[config.mk]
export PLATFORM = sky130hd
export DESIGN_NAME = hdlc_tx_fifo
export DESIGN_NICKNAME = d
export VERILOG_FILES = /design/src/rtl/hdlc_tx_fifo.sv
export SDC_FILE = /design/constraint.sdc
export NUM_CORES = 1
export LEC_CHECK = 0
export ABC_CLOCK_PERIOD_IN_PS = 2700
export BUFFER_PORTS_ARGS = -buffer_cell sky130_fd_sc_hd__buf_2
export CAP_MARGIN = 20
export CORE_AREA = 4 4 125 127
export CTS_BUF_LIST = sky130_fd_sc_hd__clkbuf_16
export CTS_CLUSTER_DIAMETER = 120
export DETAILED_ROUTE_END_ITERATION = 12
export DIE_AREA = 0 0 129 131
export GPL_TIMING_DRIVEN = 0
export PLACE_DENSITY = 0.65
export SLEW_MARGIN = 20
export SYNTH_ARGS = -nofsm -noshare
export SYNTH_HDL_FRONTEND = slang
export SYNTH_SLANG_ARGS = --single-unit
[constraint.sdc]
create_clock -name clk -period 2.7 [get_ports clk]
set_clock_uncertainty 0.15 [all_clocks]
set_input_delay 0.54 -clock clk [delete_from_list [all_inputs] [get_ports clk]]
set_output_delay 0.54 -clock clk [all_outputs]
set_load 0.01 [all_outputs]
[src/rtl/hdlc_tx_fifo.sv]
module hdlc_tx_fifo #(
  parameter int DEPTH = 8,
  parameter int CNT_W = 8
) (
  input  logic             clk,
  input  logic             rst_n,
  input  logic             wr_en,
  input  logic [7:0]       wr_data,
  input  logic             ctl_eop,
  input  logic             ctl_abort,
  input  logic             len_wr,
  input  logic [CNT_W-1:0] len_data,
  output logic [CNT_W-1:0] frame_len,
  output logic [CNT_W-1:0] sent_cnt,
  output logic             fifo_empty,
  output logic             fifo_full,
  output logic             overflow,
  input  logic             byte_req,
  output logic             ser_valid,
  output logic             ser_bit,
  output logic             ser_eop,
  output logic             tx_abort
);
  // DEPTH must be a power of two; pointers wrap naturally.
  localparam int AW = $clog2(DEPTH);
  localparam logic [AW:0] FULL_LVL = (AW+1)'(DEPTH);

  logic [9:0]    mem [DEPTH];
  logic [AW-1:0] wr_ptr, rd_ptr;
  logic [AW:0]   level, lvl_d1, lvl_d2;
  logic [7:0]    shreg;
  logic [2:0]    bitn;
  logic          busy, eop_r, discard;

  wire       push = wr_en && (level != FULL_LVL);
  wire       pop  = (level != '0) && (discard || (byte_req && !busy));
  wire [9:0] head = mem[rd_ptr];

  assign fifo_empty = (lvl_d2 == '0);
  assign fifo_full  = (lvl_d2 == FULL_LVL);
  assign ser_valid  = busy;
  assign ser_bit    = shreg[0];
  assign ser_eop    = busy && eop_r;

  always_ff @(posedge clk) begin
    if (push) mem[wr_ptr] <= {ctl_abort, ctl_eop, wr_data};
  end

  always_ff @(posedge clk) begin
    if (!rst_n) begin
      wr_ptr <= '0; rd_ptr <= '0; level <= '0;
      lvl_d1 <= '0; lvl_d2 <= '0; overflow <= 1'b0;
      frame_len <= '0;
    end else begin
      if (push) wr_ptr <= wr_ptr + 1'b1;
      if (pop)  rd_ptr <= rd_ptr + 1'b1;
      level  <= level + {{AW{1'b0}}, push} - {{AW{1'b0}}, pop};
      lvl_d1 <= level;
      lvl_d2 <= lvl_d1;
      if (wr_en && !push) overflow <= 1'b1;
      if (len_wr) frame_len <= len_data;
    end
  end

  always_ff @(posedge clk) begin
    if (!rst_n) begin
      busy <= 1'b0; bitn <= '0; shreg <= '0; eop_r <= 1'b0;
      discard <= 1'b0; tx_abort <= 1'b0; sent_cnt <= '0;
    end else begin
      tx_abort <= 1'b0;
      if (busy) begin
        shreg <= shreg >> 1;
        bitn  <= bitn + 3'd1;
        if (bitn == 3'd7) busy <= 1'b0;
      end else if (pop) begin
        if (discard) begin
          if (head[8]) discard <= 1'b0;
        end else if (head[9]) begin
          tx_abort <= 1'b1;
          sent_cnt <= '0;
          discard  <= !head[8];
        end else begin
          shreg    <= head[7:0];
          eop_r    <= head[8];
          busy     <= 1'b1;
          bitn     <= '0;
          sent_cnt <= head[8] ? '0 : sent_cnt + CNT_W'(1);
        end
      end
    end
  end
endmodule


==> run summary, run 1 <==
The run finished with clean final reports. The largest driver fanout on the critical path was 5. Yosys attributes the largest share of cell area to sky130_fd_sc_hd__edfxtp_1, sky130_fd_sc_hd__dfxtp_1, sky130_fd_sc_hd__mux2_2, sky130_fd_sc_hd__ha_1, sky130_fd_sc_hd__mux4_2. The number of antenna violations at the first check in global routing was 0; the overall track demand over capacity in global routing was 13.33%. The tools report the critical path capture point type as a register.

The run gives 0 as the antenna diode count. For the pin with the worst max-slew slack, the measured transition is 0.7000 ns. Most area-hungry cell type in the Yosys netlist: sky130_fd_sc_hd__edfxtp_1. The time the final worst path needs with I/O delays and setup came out at 2.498 ns. The number of clock buffers added by TritonCTS is 17. Of the synthesized area, sequential elements account for 64.22%.

Across all setup checks in the final design, the least slack found is 0.2018 ns. The critical path is of the reg -> reg type. Once detail routing completed, the nets flagged for antenna violations numbered 0. The logs give 3336 for the routed via count and 400.3 MHz for the maximum achievable frequency. The later pin in the worst-skew pair is clocked with a latency of 0.41 ns.

Entering global routing, the biggest net connects 17 pins. Combinational logic is responsible for 18.6% of the overall power. The tools report the starting utilization of the core area as 37.39%. Clock tree synthesis selected as its root buffer the cell sky130_fd_sc_hd__clkbuf_16.

The worst setup path is launched from a register. Sum of routed wire length over all layers: 10590 um. The y dimension of the die works out to 131 um. The number of violations reported at the end of detailed-routing iteration 0 came out at 254. After clock tree synthesis, the clock-pin slew on the worst setup and hold paths is 0.05 ns.

The number of global-route vias before repair was 3371. The number of flops mapped to enable cells by yosys works out to 80. During synthesis, Yosys emitted a total of 0 warnings. When the netlist entered floorplanning its net count stood at 437.

46 I/O pins were placed. The clock passes through at most 2 buffers. The logs give 4.344 mW for the total internal power and 0.7620 for the weighted congestion reported at the end of routability-driven placement.

After detailed routing, the number of remaining DRC violations is 0. The top cell type by area accounts for 44.55% of the synthesized area. The most frequently used flop master after synthesis is sky130_fd_sc_hd__edfxtp_1.

Cells with a size suffix above 1 make up 25.47% of the layout. The logs give 14420 um^2 for the core outline area and 2.83 ns for the worst path required time. For this run, the detailed router's first-pass iteration total came to 5.

Summed over all layers, the global routing overflow is 0. The switching share of total power works out to 26.55%. The global-route wire length before repair came out at 17080 um. The setup slack after placement is -0.1940 ns, and the sequential power share is 41.4%.

The floorplan has 44 rows. After synthesis the netlist holds a flip-flop and latch count of 133. Input and output buffers added on the ports amount to 44. In this run the horizontal extent of the chip is 129 um. The H-tree was split into 4 levels. The logs give 0 for the number of setup buffers added after CTS and 402 for the gate count after technology mapping. The vias per cell is 5.032. The clock drives 133 sinks. For flop-to-flop paths, the worst setup slack is 0.20 ns. The worst hold path class is in -> reg. The die covers 16900 um^2. For the worst setup path, the data arrival time is 2.63 ns. The average cell area after synthesis was 13.41 um^2.

Across the VDD grid, the largest voltage drop is 535.4 uV. The HPWL after detailed placement is 7155 um. The reported max-cap violation count is 0, and the power density over the cells is 910.4 nW/um^2. The final layout contains 501 nets.

Compared with the post-synthesis result, the final layout area differs by 20.46%. For this design the static power due to leakage is 2.402 nW. After synthesis, the share of flip-flops with an asynchronous set or reset is 0%. The setup-violating endpoint count in the final report came out at 0. Yosys mapped the design onto 48 distinct sky130hd cell types. The power after layout was 5.914 mW. Setup repair after global routing left no endpoint under its margin. The switching power of the nets is 1.570 mW, and the ratio of final minimum period to clock period is 92.53%. The portion of total power attributed to the clock network is 40.0%, and the cell area after technology mapping is 5393 um^2. For the number of hold violations in the final report, the log shows 0.

The per-cell routed wire length was 15.98 um. Tightest slew margin relative to the limit: 53.29%. The run gives 0 as the count of pins over their slew limit.

TritonCTS built the clock tree.
-- metal layers --
layer	share of wire, %	track usage, %
met5	0	0
met4	1.5	5.683
met3	5.6	3.984
met2	48	21.49
met1	45	16.74
-- through the flow --
| step | hold slack, ns | instance area (um^2) | TNS, ns | instances | util [%] |
|---|---|---|---|---|---|
| 2_1_floorplan | 0.2619 | 5393 | 0 | 402 | - |
| 3_3_place_gp | 0.2672 | 5843 | -19.18 | 630 | 40.51 |
| 3_5_place_dp | 0.2716 | 5872 | -9.065 | 632 | 40.71 |
| 4_1_cts | 0.2113 | 6490 | -2.904 | 664 | 44.99 |
| 5_1_grt | 0.2402 | 6496 | 0 | 663 | 45.04 |
| 6_report | 0.2308 | 6496 | 0 | 663 | 45.04 |
-- worst max-delay path: stages (launching register included) --
cell and delay [ns]:
sky130_fd_sc_hd__dfxtp_1 0.30, sky130_fd_sc_hd__inv_1 0.07, sky130_fd_sc_hd__ha_1 0.21, sky130_fd_sc_hd__a21boi_1 0.34, sky130_fd_sc_hd__inv_1 0.15, sky130_fd_sc_hd__ha_1 0.30, sky130_fd_sc_hd__inv_1 0.03, sky130_fd_sc_hd__ha_1 0.19
sky130_fd_sc_hd__fa_1 0.39, sky130_fd_sc_hd__xnor2_1 0.16, sky130_fd_sc_hd__nor2_1 0.05
-- synth_stat cells (all sizes together), types with 2 or more instances --
| master | n |
|---|---|
| xnor2 | 4 |
| o22ai | 14 |
| nor2 | 26 |
| ha | 11 |
| clkbuf | 13 |
| dfxtp | 53 |
| mux2 | 28 |
| o21ai | 4 |
| a21oi | 6 |
| and2 | 15 |
| nor2b | 10 |
| edfxtp | 80 |
| nand2 | 29 |
| nor3 | 4 |
| nand2b | 8 |
| mux2i | 12 |
| nand3b | 2 |
| inv | 8 |
| or2 | 2 |
| mux4 | 6 |
| a31oi | 2 |
| o211a | 2 |
| nand3 | 27 |
| a21boi | 5 |
| nand4b | 7 |
| o311ai | 3 |
| nand4 | 3 |
| buf | 7 |
-- final cells by class --
type	instances	area, um^2
multi-input cells	241	1834
inverters	8	30.03
fillers	1282	7928
flip-flops and latches	133	3463
clock inverters	15	187.7
clock buffers	17	425.4
plain buffers	19	86.33
repair buffers	46	239.0
well taps	184	230.2
-- final timing paths --
check                         endpoint                  from  cells past startpoint
max                level[2]$_SDFF_PN0_   level[2]$_SDFF_PN0_                     10
min          frame_len[0]$_SDFFE_PN0P_           len_data[0]                      3
max reg2reg        level[2]$_SDFF_PN0_   level[2]$_SDFF_PN0_                     10
min reg2reg       lvl_d2[3]$_SDFF_PN0_  lvl_d1[3]$_SDFF_PN0_                      1
-- registers in the layout, indices dropped and copies added (netlist names), named ones only --
signal / flops
bitn: 3
discard: 1
eop_r: 1
frame_len: 8
level: 4
lvl_d1: 4
lvl_d2: 4
mem: 80
overflow: 1
rd_ptr: 3
sent_cnt: 8
ser_valid: 1
shreg: 8
tx_abort: 1
wr_ptr: 3
-- timing repair --
item / in CTS / in global routing
resized for setup: 2 / 2
hold buffers: 0 / 0
endpoints found under the setup margin: 60 / 13
hold endpoints to repair: 0 / 0
pin swaps: 0 / 0
-- power by group through the flow --
stage / combinational [mW] / clock, mW / sequential, mW
2_1_floorplan: 0.798 / 0 / 2.47
3_3_place_gp: 1.07 / 0 / 2.47
3_5_place_dp: 1.11 / 0 / 2.48
4_1_cts: 1.12 / 2.41 / 2.44
5_1_grt: 1.24 / 2.48 / 2.47
6_report: 1.10 / 2.37 / 2.45
-- cells in the final DEF (no fill, tap or decap), types with 7 or more instances in the layout --
cell type,n
sky130_fd_sc_hd__dfxtp_1,53
sky130_fd_sc_hd__mux2i_1,11
sky130_fd_sc_hd__edfxtp_1,80
sky130_fd_sc_hd__nor2b_1,10
sky130_fd_sc_hd__nand3_1,26
sky130_fd_sc_hd__clkbuf_1,11
sky130_fd_sc_hd__ha_1,11
sky130_fd_sc_hd__inv_1,10
sky130_fd_sc_hd__mux2_2,19
sky130_fd_sc_hd__mux2_1,9
sky130_fd_sc_hd__o22ai_1,14
sky130_fd_sc_hd__nor2_1,20
sky130_fd_sc_hd__nand2_1,29
sky130_fd_sc_hd__nand2b_1,8
sky130_fd_sc_hd__clkbuf_16,17
sky130_fd_sc_hd__nand4b_1,7
sky130_fd_sc_hd__and2_1,14
sky130_fd_sc_hd__buf_2,49
-- logic make-up (layout without fill, tap and decap cells) --
family	Yosys count	after routing	synth area share (%)
xor+xnor	5	5	0.8120
compound gates	42	42	5.731
simple gates	136	136	13.27
buf+inv	28	105	2.227
flops	133	133	64.22
fa+ha+maj	12	12	2.923
mux	46	46	10.81
No activity file was read; power rests on OpenSTA's default activity.
==> inputs of run 2 (changes only) <==
--- a/config.mk
+++ b/config.mk
@@ -8,3 +8,2 @@
 export ABC_CLOCK_PERIOD_IN_PS = 2700
-export BUFFER_PORTS_ARGS = -buffer_cell sky130_fd_sc_hd__buf_2
 export CAP_MARGIN = 20
@@ -15,4 +14,5 @@
 export DIE_AREA = 0 0 129 131
+export DONT_BUFFER_PORTS = 1
 export GPL_TIMING_DRIVEN = 0
-export PLACE_DENSITY = 0.65
+export PLACE_DENSITY = 0.62
 export SLEW_MARGIN = 20
==> constraint.sdc (replaced) <==
create_clock -name clk -period 2.7 [get_ports clk]
set_clock_uncertainty 0.15 [all_clocks]
set_input_delay 0.27 -clock clk [delete_from_list [all_inputs] [get_ports clk]]
set_output_delay 0.27 -clock clk [all_outputs]
set_load 0.01 [all_outputs]
==> run 2 against run 1 <==
Net effect: setup slack gained 0.012 ns; maximum frequency grew 0.49%; via count shrank 3.4%.
==> run summary, run 2 (synthesis results as in run 1) <==
The logs give 44.56% for the final design utilization and 0 for the number of setup buffers added after CTS. The antenna diode count is 0, and the number of placed cells counting well taps is 588. Type of origin of the critical path: a register. Worst path required time: 2.83 ns. STA puts the critical path data arrival time at 2.62 ns. The H-tree generated during clock tree synthesis spans 4 levels.

OpenSTA, run right after detailed placement, puts the worst setup slack at -0.1426 ns. The per-cell routed wire length was 16.49 um. The region available for standard cell placement spans 14420 um^2.

The root buffer cell was sky130_fd_sc_hd__clkbuf_16. IR analysis of the VDD net gives a maximum drop of 560.3 uV. Summed over all cells, the static leakage comes to 2.268 nW.

The detail route stage leaves a number of antenna-violating nets equal to 0. Tightest slew margin relative to the limit: 49.15%. Once the floorplan was initialized, standard cells occupied 37.39% of the core. The register with the most flip-flops in the layout has 80 of them. From bottom edge to top edge, the die measures 131 um. For the maximum number of pins on one net before global-route repair, the log shows 17. The critical path is of the reg -> reg type. In the routed design, unresolved DRC markers number 0.

Once routing completed, OpenROAD measured the worst setup slack at 0.2139 ns. Before antenna repair, the detailed router went through 4 iterations. Of all nets on the critical path, the largest fanout is 9. The first global-routing pass estimated 17170 um of wire. For this run, the total global-route usage over all layers was measured as 13.53%.

TritonCTS built the clock tree. The register with the highest flop count is mem. The reported max-cap violation count is 0, and the hold slack is 0.04561 ns. Ratio of final minimum period to clock period: 92.08%. The layout net count was 479. The worst hold path class was in -> reg.

After layout, the minimum clock period comes to 2.486 ns. For the number of sinks driven by the clock tree, the log shows 133. The area growth from synthesis to layout is 19.19%.

Overall power consumption after layout is estimated at 5.617 mW. The number of hold violations in the final report is 0, and the standard-cell row count is 44. Setup repair after global routing left no endpoint under its margin. STA classifies the critical path endpoint as a register. Overall die area: 16900 um^2. Cells with a size suffix above 1 make up 17.72% of the layout. The die boundary width is 129 um, and the measured slew at the worst slew-check pin is 0.7620 ns. After the first detailed-routing iteration, the DRC count stood at 208. The count of buffers from port buffering is 0. For the number of antenna violations at the first check in global routing, the log shows 0. In the routed layout, each cell is associated on average with a via count of 5.028. Once detailed placement completed, the half-perimeter wirelength came to 6958 um. The count of pins over their slew limit came out at 0. The run finished with clean final reports. The power density over the cells works out to 873.9 nW/um^2. The count of cells in the finished layout, fillers not included, comes to 641. Buffers inserted during clock tree synthesis total 17.

Setup violations remaining at the end of the flow were counted as 0. The clock-pin slew on the worst setup and hold paths was 0.05 ns. The number of global-route vias before repair is 3297.

The worst-case clock buffer depth is 2, and the source-to-sink clock delay at the later pin of the worst-skew pair is 0.42 ns. The most common cell after layout, fill and taps aside is sky130_fd_sc_hd__edfxtp_1. The maximum achievable frequency is 402.2 MHz, and the weighted congestion reported at the end of routability-driven placement is 0.8343.

The residual overflow from global routing is 0, and the routed via count is 3223. The run gives 10570 um as the sum of routed wire length over all layers. Leaving out fill and tap cells, the most frequent cells in the layout are sky130_fd_sc_hd__edfxtp_1, sky130_fd_sc_hd__dfxtp_1, sky130_fd_sc_hd__nand2_1. The tools report the top-level port count as 46.
[run 2: cell type report]
type	instances	area (um^2)
timing repair buffer	23	230.2
fill	1288	7996
tap	184	230.2
multi-input combinational	241	1838
buffer	20	91.34
clock buffer	17	425.4
sequential	133	3463
clock inverter	15	118.9
inverter	8	30.03
[run 2: repair_timing]
action | in CTS | in global routing
pin swaps | 0 | 0
endpoints found under the setup margin | 50 | 36
hold endpoints to repair | 90 | 0
resized for setup | 4 | 5
hold buffers | 20 | 0
[run 2: path summary, 6_finish.rpt]
kind | from | to | slack [ns] | cells after the start
hold reg to reg | lvl_d1[1]$_SDFF_PN0_ | lvl_d2[1]$_SDFF_PN0_ | 0.28 | 1
hold / removal | wr_en | wr_ptr[1]$_SDFFE_PN0P_ | 0.05 | 3
setup / recovery | ser_valid$_SDFF_PN0_ | level[2]$_SDFF_PN0_ | 0.21 | 10
setup reg to reg | ser_valid$_SDFF_PN0_ | level[2]$_SDFF_PN0_ | 0.21 | 10
[run 2: metrics by stage]
step                      TNS [ns]  cell area (um^2)
final                            0              6427
after global routing             0              6427
after CTS                   -2.215              6406
after detailed placement    -3.699              5652
after global placement      -10.54              5623
after floorplan                  0              5393
[run 2: worst max-delay path: stages (launching register included)]
cell	delay, ns
sky130_fd_sc_hd__dfxtp_1	0.38
sky130_fd_sc_hd__clkbuf_2	0.23
sky130_fd_sc_hd__nor2b_1	0.07
sky130_fd_sc_hd__o21ai_1	0.26
sky130_fd_sc_hd__inv_1	0.15
sky130_fd_sc_hd__ha_1	0.29
sky130_fd_sc_hd__inv_1	0.03
sky130_fd_sc_hd__ha_1	0.20
sky130_fd_sc_hd__fa_1	0.38
sky130_fd_sc_hd__xnor2_1	0.17
sky130_fd_sc_hd__nor2_1	0.05
[run 2: metal layers]
layer  track usage [%]  routed length, um  up-vias
li1                  -                  -     1575
met1             17.08               4786     1549
met2             21.52               4842       84
met3             4.553                777       15
met4             5.374                166        0
met5                 0                  0        -
[run 2: report_power, final]
part | internal (mW) | leakage (nW) | switching, mW
clock | 1.25 | 0.278 | 0.830
sequential | 2.35 | 1.16 | 0.105
combinational | 0.453 | 0.831 | 0.626
total | 4.06 | 2.27 | 1.56
==> inputs of run 3 (changes only) <==
- ABC_AREA: default -> 1
- PLACE_DENSITY: 0.62 -> 0.63
- RECOVER_POWER: default -> 25
- SLEW_MARGIN: 20 -> default
==> run 3 against run 2 <==
Net effect: core utilization up 1.1 points; synthesized area grew 1.2%; sequential cell count did not move; first-iteration DRC count up 15%; setup slack worse by 0.023 ns; largest power group unchanged; sequential share of layout area shrank 1.3 points; final cell count increased by 27%; synthesized cell count increased by 40%; non-clock buffer count rose by 12; register-to-register slack worse by 0.02 ns.
==> run summary, run 3 <==
The clock passes through at most 2 buffers. After clock tree synthesis, the repair step resized 0 gates. Summed over all instances, the cell type with the most area after synthesis is sky130_fd_sc_hd__edfxtp_1.

The y dimension of the die is 131 um, and the post-layout instance count excluding filler cells is 811. For this run, the number of Yosys warnings is 0. Data on the critical path arrives at its endpoint at 2.38 ns. Source-to-sink clock delay at the later pin of the worst-skew pair: 0.41 ns.

By count the netlist is led by sky130_fd_sc_hd__nand2_1, sky130_fd_sc_hd__edfxtp_1, sky130_fd_sc_hd__nand3_1, sky130_fd_sc_hd__nor2_1, sky130_fd_sc_hd__dfxtp_1. After synthesis, the share of flip-flops with an asynchronous set or reset is 0%. The initial utilization of the core area, before any placement, comes to 37.84%. Number of violations reported at the end of detailed-routing iteration 0: 239. Dividing total power by cell area gives a power density of 1021 nW/um^2.

The number of setup buffers added after CTS is 0. Top-level port count: 46. The largest vdd supply drop is 423.5 uV.

At the placement stage, the worst setup path has a slack of 0.1363 ns. In this run, synthesis inferred 80 flip-flops with an integrated enable. The initialized floorplan defines 44 standard-cell rows. The number of nets with antenna violations after routing was 0; the maximum achievable frequency was 398.6 MHz. The number of clock buffers added by TritonCTS is 17.

The ratio of final minimum period to clock period was 92.92%. Adding up every negative setup slack in the final design gives 0 ns. The cell count after synthesis came out at 561. Register with the highest flop count: mem. Clock-pin slew was measured on the worst setup and hold paths at 0.05 ns. Detailed-router iteration count before antenna repair: 5. Number of antenna violations at the first check in global routing: 0.

The run gives 750 as the number of placed cells counting well taps. Measured against its own limit, the worst slew margin works out to 27.62%. Dominant cell by count in the synthesized netlist: sky130_fd_sc_hd__nand2_1. Once routing completed, OpenROAD measured the worst setup slack at 0.1910 ns. The tools report the type of origin of the critical path as a register.

The logs give 2.58 ns for the worst path required time and 2.704 nW for the leakage power summed over all cells. The library cell used most frequently in the layout, excluding fill and tap cells, is sky130_fd_sc_hd__nand2_1. Of the cells placed in the final design, the portion with a size suffix greater than 1 is 10.53%.

The flow ran to the end, and the final reports show no timing, DRC or antenna violations. After synthesis, the netlist uses 28 different library cells. Yosys attributes the largest share of cell area to sky130_fd_sc_hd__edfxtp_1, sky130_fd_sc_hd__dfxtp_1, sky130_fd_sc_hd__nand2_1, sky130_fd_sc_hd__nand3_1, sky130_fd_sc_hd__nor2_1. The detailed router placed 4027 vias in this run. The antenna diode count was 0. The count of buffers from port buffering is 0, and the per-cell routed wire length is 15.64 um. The share of synthesized area in the top cell type comes to 44.02%. The tools report the layout net count as 649.

The number of H-tree levels was 4. Highest-delay cell along the critical path: sky130_fd_sc_hd__nor2_1. The clock net in this run drives a total of 133 sinks. The worst setup path is captured at a register. In this run the worst path has a maximum fanout of 10. The setup-violating endpoint count in the final report is 0. After synthesis, flip-flops and latches occupy 63.46% of the total area. The number of flip-flops in the largest register is 80.

The logs give 596 for the net count after synthesis and 0.8455 for the weighted congestion reported at the end of routability-driven placement. For the cell area after technology mapping, the log shows 5458 um^2. TritonCTS built the clock tree. The number of hold violations in the final report was 0; the average cell area after synthesis was 9.729 um^2. The maximum number of pins on one net before global-route repair came out at 17. The post-synthesis sequential element count is 133, and the final routed DRC violation total is 0. The vias per cell came out at 4.965.

The run gives 3978 as the number of global-route vias before repair. Global routing used 15.86% of the available tracks across all layers. The final layout contains routed wiring with a total length of 12680 um.

The count of pins over their slew limit came out at 0. Reported max-cap violation count: 0. The residual overflow from global routing came out at 0. The measured slew at the worst slew-check pin is 1.082 ns, and the area added between synthesis and finish is 20.70%. The global-route wire length before repair was 20460 um; the core outline area was 14420 um^2. Hold repair after CTS inserted 27 buffers. In this run the horizontal extent of the chip is 129 um. The half-perimeter wire length after placement came out at 8520 um. The critical path goes through inv_1 > ha_1 > nand3_1 > nand2_1 > inv_1 > nand2_1 > nor2_1.

Root buffer cell: sky130_fd_sc_hd__clkbuf_16. The time the final worst path needs with I/O delays and setup came out at 2.509 ns. The type of the worst setup path was reg -> reg. Setup repair after global routing left no endpoint under its margin.

The largest single stage delay on the critical path is 0.84 ns. Most frequently used flop master after synthesis: sky130_fd_sc_hd__edfxtp_1. Leaving out fill and tap cells, the most frequent cells in the layout are sky130_fd_sc_hd__nand2_1, sky130_fd_sc_hd__edfxtp_1, sky130_fd_sc_hd__nand3_1. The worst hold path class is in -> reg. The die covers 16900 um^2.
-- run 3: cell count changes after synthesis, sizes merged, moves of 12 or more --
cell	previous run	this run
mux2	28	0
nand3	27	70
nor2	26	61
nand2	29	146
mux2i	12	0
and2	15	0
o21ai	4	21
inv	8	55
o22ai	14	1
-- run 3: cell type report --
cell class / instances / area [um^2]
tap: 184 / 230.2
buffer: 21 / 111.4
sequential: 133 / 3463
clock buffer: 17 / 425.4
timing repair buffer: 34 / 349.1
clock inverter: 15 / 125.1
inverter: 56 / 210.2
multi-input combinational: 351 / 1673
fill: 1328 / 7836
-- run 3: metal layers --
metal / global-route usage [%] / vias to the layer above / wire length (um)
met3: 3.943 / 15 / 784
met2: 26.31 / 128 / 6282
li1: - / 1960 / -
met4: 6.485 / 0 / 199
met5: 0 / - / 0
met1: 19.92 / 1924 / 5415
-- run 3: worst paths after layout --
path | from | to | slack [ns] | cells past startpoint
worst max-delay path | level[2]$_SDFF_PN0_ | mem[2][8]$_DFFE_PP_ | 0.19 | 7
worst min-delay path | wr_en | wr_ptr[1]$_SDFFE_PN0P_ | 0.02 | 2
worst max register to register | level[2]$_SDFF_PN0_ | mem[2][8]$_DFFE_PP_ | 0.19 | 7
worst min register to register | lvl_d1[2]$_SDFF_PN0_ | lvl_d2[2]$_SDFF_PN0_ | 0.26 | 2
-- run 3: logic make-up (layout without fill, tap and decap cells) --
kind of cell	Yosys count	after routing	synth area share, %
fa+ha+maj	12	12	2.889
simple gates	296	296	23.50
flops	133	133	63.46
xor+xnor	3	3	0.4815
compound gates	40	40	3.783
buf+inv	77	143	5.891
-- run 3: where the power goes --
part / internal (mW) / switching [mW]
Sequential: 2.40 / 0.146
Clock: 1.33 / 0.812
Combinational: 0.698 / 1.35
Total: 4.42 / 2.30
-- run 3: critical path: cells and delay by family (launching register included) --
| kind | cells | cell delay (ns) |
|---|---|---|
| buffers and inverters | 2 | 0.23 |
| DFF | 1 | 0.33 |
| adders and majority gates | 1 | 0.21 |
| and+or+nand+nor | 4 | 1.19 |
-- run 3: stage by stage --
| stage | hold slack [ns] | cell area [um^2] | util (%) | total power [mW] |
|---|---|---|---|---|
| after CTS | 0.003764 | 6565 | 45.52 | 6.742 |
| after global routing | 0.03864 | 6588 | 45.67 | 7.158 |
| after floorplan | 0.2189 | 5458 | - | 4.022 |
| after global placement | 0.2192 | 5688 | 39.43 | 4.490 |
| after detailed placement | 0.2192 | 5744 | 39.82 | 4.557 |
| final | 0.02057 | 6588 | 45.67 | 6.727 |
